==> config.mk <==
export PLATFORM = sky130hd
export DESIGN_NAME = wide_modmul
export DESIGN_NICKNAME = d
export VERILOG_FILES = /design/src/rtl/wmm_pkg.sv /design/src/rtl/mm_condsub.sv /design/src/rtl/mm_step.sv /design/src/rtl/mm_modreg.sv /design/src/rtl/wide_modmul.sv
export SDC_FILE = /design/constraint.sdc
export NUM_CORES = 2
export LEC_CHECK = 0
export CORE_MARGIN = 5
export CORE_UTILIZATION = 40
export CTS_CLUSTER_DIAMETER = 120
export DETAILED_ROUTE_END_ITERATION = 10
export SETUP_SLACK_MARGIN = 0.1
export SYNTH_ARGS = -nofsm -noshare
export SYNTH_HDL_FRONTEND = slang
export SYNTH_SLANG_ARGS = --single-unit
==> constraint.sdc <==
create_clock -name clk -period 26.4 [get_ports clk]
set_clock_uncertainty 0.1 [all_clocks]
set_input_delay 3.96 -clock clk [delete_from_list [all_inputs] [get_ports clk]]
set_output_delay 3.96 -clock clk [all_outputs]
set_load 0.005 [all_outputs]
==> src/rtl/wmm_pkg.sv <==
package wmm_pkg;
    typedef enum logic {
        WMM_IDLE = 1'b0,
        WMM_RUN  = 1'b1
    } wmm_state_e;
endpackage

==> src/rtl/mm_condsub.sv <==
// Single fold: subtract the modulus once when the (W+1)-bit value reaches it.
module mm_condsub #(
    parameter int W = 128
) (
    input  logic [W:0]   val_i,
    input  logic [W-1:0] mod_i,
    output logic [W-1:0] res_o
);
    logic [W:0] mod_ext;
    logic       ge;

    always_comb begin
        mod_ext = {1'b0, mod_i};
        ge      = (val_i >= mod_ext);
        res_o   = ge ? W'(val_i - mod_ext) : val_i[W-1:0];
    end
endmodule

==> src/rtl/mm_step.sv <==
// One bit of the scan: double and fold, then optionally add A and fold.
module mm_step #(
    parameter int W = 128
) (
    input  logic [W-1:0] r_i,
    input  logic [W-1:0] a_i,
    input  logic         bit_i,
    input  logic [W-1:0] mod_i,
    output logic [W-1:0] r_o
);
    logic [W:0]   dbl;
    logic [W-1:0] dbl_red;
    logic [W:0]   sum;
    logic [W-1:0] sum_red;

    assign dbl = {r_i, 1'b0};

    mm_condsub #(.W(W)) u_fold_dbl (
        .val_i (dbl),
        .mod_i (mod_i),
        .res_o (dbl_red)
    );

    assign sum = {1'b0, dbl_red} + {1'b0, a_i};

    mm_condsub #(.W(W)) u_fold_add (
        .val_i (sum),
        .mod_i (mod_i),
        .res_o (sum_red)
    );

    assign r_o = bit_i ? sum_red : dbl_red;
endmodule

==> src/rtl/mm_modreg.sv <==
// Resident modulus register with a flag for the degenerate values 0 and 1.
module mm_modreg #(
    parameter int W = 128
) (
    input  logic         clk,
    input  logic         rst_n,
    input  logic         wr_en_i,
    input  logic [W-1:0] wr_val_i,
    output logic [W-1:0] mod_o,
    output logic         tiny_o
);
    logic [W-1:0] mod_d, mod_q;

    always_comb begin
        mod_d = mod_q;
        if (wr_en_i) begin
            mod_d = wr_val_i;
        end
    end

    always_ff @(posedge clk or negedge rst_n) begin
        if (!rst_n) begin
            mod_q <= '0;
        end else begin
            mod_q <= mod_d;
        end
    end

    assign mod_o  = mod_q;
    assign tiny_o = (mod_q <= W'(1));
endmodule

==> src/rtl/wide_modmul.sv <==
module wide_modmul
    import wmm_pkg::*;
#(
    parameter int W = 128
) (
    input  logic         clk,
    input  logic         rst_n,
    input  logic         load_n_i,
    input  logic [W-1:0] n_i,
    input  logic         start_i,
    input  logic [W-1:0] a_i,
    input  logic [W-1:0] b_i,
    output logic         busy_o,
    output logic         done_o,
    output logic [W-1:0] result_o
);
    localparam int CW = $clog2(W + 1);
    localparam logic [CW-1:0] LAST_IDX = CW'(W - 1);

    typedef struct packed {
        wmm_state_e   st;
        logic [CW-1:0] cnt;
        logic [W-1:0] a;
        logic [W-1:0] b;
        logic [W-1:0] r;
        logic [W-1:0] res;
        logic         done;
    } ctx_t;

    ctx_t ctx_d, ctx_q;

    logic [W-1:0] n_q;
    logic         n_tiny;
    logic         n_wr;
    logic [W-1:0] a_folded;
    logic [W-1:0] r_next;

    assign n_wr = load_n_i && (ctx_q.st == WMM_IDLE);

    mm_modreg #(.W(W)) u_modreg (
        .clk      (clk),
        .rst_n    (rst_n),
        .wr_en_i  (n_wr),
        .wr_val_i (n_i),
        .mod_o    (n_q),
        .tiny_o   (n_tiny)
    );

    mm_condsub #(.W(W)) u_fold_a (
        .val_i ({1'b0, a_i}),
        .mod_i (n_q),
        .res_o (a_folded)
    );

    mm_step #(.W(W)) u_step (
        .r_i   (ctx_q.r),
        .a_i   (ctx_q.a),
        .bit_i (ctx_q.b[W-1]),
        .mod_i (n_q),
        .r_o   (r_next)
    );

    always_comb begin
        ctx_d      = ctx_q;
        ctx_d.done = 1'b0;
        unique case (ctx_q.st)
            WMM_IDLE: begin
                if (start_i) begin
                    ctx_d.st  = WMM_RUN;
                    ctx_d.a   = a_folded;
                    ctx_d.b   = b_i;
                    ctx_d.r   = '0;
                    ctx_d.cnt = LAST_IDX;
                end
            end
            WMM_RUN: begin
                ctx_d.r = r_next;
                ctx_d.b = {ctx_q.b[W-2:0], 1'b0};
                if (ctx_q.cnt == '0) begin
                    ctx_d.st   = WMM_IDLE;
                    ctx_d.done = 1'b1;
                    ctx_d.res  = n_tiny ? '0 : r_next;
                end else begin
                    ctx_d.cnt = ctx_q.cnt - 1'b1;
                end
            end
            default: ctx_d.st = WMM_IDLE;
        endcase
    end

    always_ff @(posedge clk or negedge rst_n) begin
        if (!rst_n) begin
            ctx_q <= '{st: WMM_IDLE, cnt: '0, a: '0, b: '0, r: '0, res: '0, done: 1'b0};
        end else begin
            ctx_q <= ctx_d;
        end
    end

    assign busy_o   = (ctx_q.st == WMM_RUN);
    assign done_o   = ctx_q.done;
    assign result_o = ctx_q.res;
endmodule

==> qor.yml <==
post-route-drc-count: 0
drt-total-wl_mm: 346.8
synthCells: 8517
tightest_slew_ns: 1.408
clockBufferDepth: 3
drv_slew: 0
die_area_sq_um: 171300
synth_top_area_share_pct: 24.92
synth_mux_area_share_pct: 5.205
min_period_over_period_pct: 58.08
grt_pass1_vias: 66180
synthArstFlopShare_pct: 100.0
dp_hpwl_mm: 283.8
fmax_mhz: 65.22
synth_top_area_cell: "dfrtp_1"
post-route-min-period_ns: 15.33
clk_pin_slew_ns: 0.06
via_per_inst: 6.414
grt_max_degree: 132
status: "complete, no violations"
cts_tree: "done"
crit_path_end_kind: "flop"
port_buffers: 517
hold_viol: 0
insertion_delay_ns: 0.76
synth_xor_area_share_pct: 6.402
areaGrowthSynthToFinish_pct: 13.74
root_buffer: "clkbuf_16"
routabilityCongestion: 1.086
cts.sinks: 650
fp.dieW_um: 413.9
avgSynthCellArea_sq_um: 7.662
wl_per_cell_um: 32.01
yosys.area_share.adder_pct: 9.958
yosysMostFrequentCell: "nand2_1"
synth_top_family_by_area: "compound AO/OA/AOI/OAI gates"
hold_buffers: 0
finalSetupTns_ns: 0
grt_first_pass_wirelength_mm: 485.9
synthTopCellsByCount: "nand2_1 (1152), a21oi_1 (841), o21ai_0 (770)"
cts-buffers-inserted: 86
syn-num-nets: 9422
synth_warnings: 0
nNetsFinal: 9475
drtIter0Drc: 8372
core_sq_um: 162400
critical_path.slowest_cell: "o22ai_1"
setup_ws_ns: 11.07
grt_antenna_before_repair: 33
drive_above_1_share_pct: 4.988
place_ws_ns: 11.59
ys.flop_type: "dfrtp_1"
overflow: 0
cts_setup_buffers: 0
track_usage_pct: 38.96
instances_no_fill: 10840
worstPathArrival_ns: 15.83
ios: 518
cpPeakStageDelay_ns: 0.86
htreeDepth: 3
hold-worst-slack_ns: 0.3809
ant_nets: 0
ys_seq_elements: 650
cap_violations: 0
cts_resized: 0
hold_class: "flop to flop"
ys_seq_area_share_pct: 24.92
required_ns: 26.90
rsz0062_at_grt: "no"
synth_compound_area_share_pct: 28.48
synth_enable_flop_cells: 0
via_count: 69490
synthSimpleGateAreaFrac_pct: 18.32
fp-row-count: 148
relSlewSlack_pct: 6.163
dp.cells: 10660
worstSetupStartpointType: "flop"
first_pass_iters: 6
ys_top_cells_by_area: "dfrtp_1 (25%), ha_1 (9.8%), nand2_1 (6.6%), a21oi_1 (6.4%), o21ai_0 (5.9%)"
yosysUniqueCellTypes: 105
crit_type: "flop to flop"
path_max_fanout: 50
die_h_um: 413.9
initial_core_util_pct: 40.18
setup_viol: 0
syn-cell-area_sq_um: 65260
[per-layer routing]
metal,vias up,global-route usage (%),wire (um)
li1,30920,-,-
met1,33970,50.19,139800
met2,3814,59.81,149000
met3,761,9.041,33210
met4,22,22.33,24430
met5,-,0.9045,342
[placed cells by master, fill, tap and decap left out, types with 273 or more instances in the layout]
master           Yosys  final
a21o_1             273    273
a21oi_1            841    840
clkdlybuf4s50_1      0    515
dfrtp_1            650    648
ha_1               513    513
inv_1              358    357
nand2_1           1152   1151
nor2_1             530    527
o21ai_0            770    766
xnor2_1            294    294
[registers in the layout, indices dropped and copies added, names as in the netlist]
| name | cells |
|---|---|
| result_o | 128 |
| done_o | 1 |
| busy_o | 1 |
| ctx_q | 392 |
| u_modreg.mod_o | 128 |
[layout make-up]
type                    count  area (sq um)
clock buffers             112          2411
well taps                2175          2721
multi-input cells        6868         44800
flip-flops and latches    650         16270
diodes                     20         50.05
fillers                 16530         88180
clock inverters            46         706.9
inverters                 360          1354
repair buffers            604          5909
[cell families (layout without fill, tap and decap cells)]
group | count (synthesis) | after routing
AO/OA/AOI/OAI | 2948 | 2948
AND/OR/NAND/NOR | 2606 | 2606
buffers and inverters | 999 | 1122
flip-flops | 650 | 650
adder cells (fa/ha/maj) | 517 | 517
XOR/XNOR | 477 | 477
multiplexers | 320 | 320
other | 0 | 20
[critical path, delay by kind of cell (launching register included)]
family | cells | cell delay (ns)
compound gates | 20 | 7.37
xor+xnor | 1 | 0.41
fa+ha+maj | 3 | 1.34
buf+inv | 3 | 1.58
flops | 1 | 0.45
mux | 1 | 0.44
simple gates | 11 | 3.24
[path summary, 6_finish.rpt]
| path | from | endpoint | slack [ns] | cells after the start |
|---|---|---|---|---|
| hold / removal | result_o[91]$_DFFE_PN0P_ | result_o[91]$_DFFE_PN0P_ | 0.38 | 2 |
| min in group asynchronous | rst_n | u_modreg.mod_o[43]$_DFFE_PN0P_ | 3.12 | 1 |
| hold reg to reg | result_o[91]$_DFFE_PN0P_ | result_o[91]$_DFFE_PN0P_ | 0.38 | 2 |
| setup / recovery | u_modreg.mod_o[21]$_DFFE_PN0P_ | result_o[35]$_DFFE_PN0P_ | 11.07 | 39 |
| setup reg to reg | u_modreg.mod_o[21]$_DFFE_PN0P_ | result_o[35]$_DFFE_PN0P_ | 11.07 | 39 |
| max in group asynchronous | rst_n | result_o[118]$_DFFE_PN0P_ | 19.96 | 4 |
[metrics by stage]
step                cell area, sq um  utilization (%)
CTS                            74170            45.67
finish                         74220            45.70
detailed placement             71060            43.75
floorplan                      65260                -
global placement               71030            43.74
global route                   74200            45.69
Power is left out: the tool's default activity adds up to more than one toggle a clock period on the data nets, which glitch-free logic cannot reach.
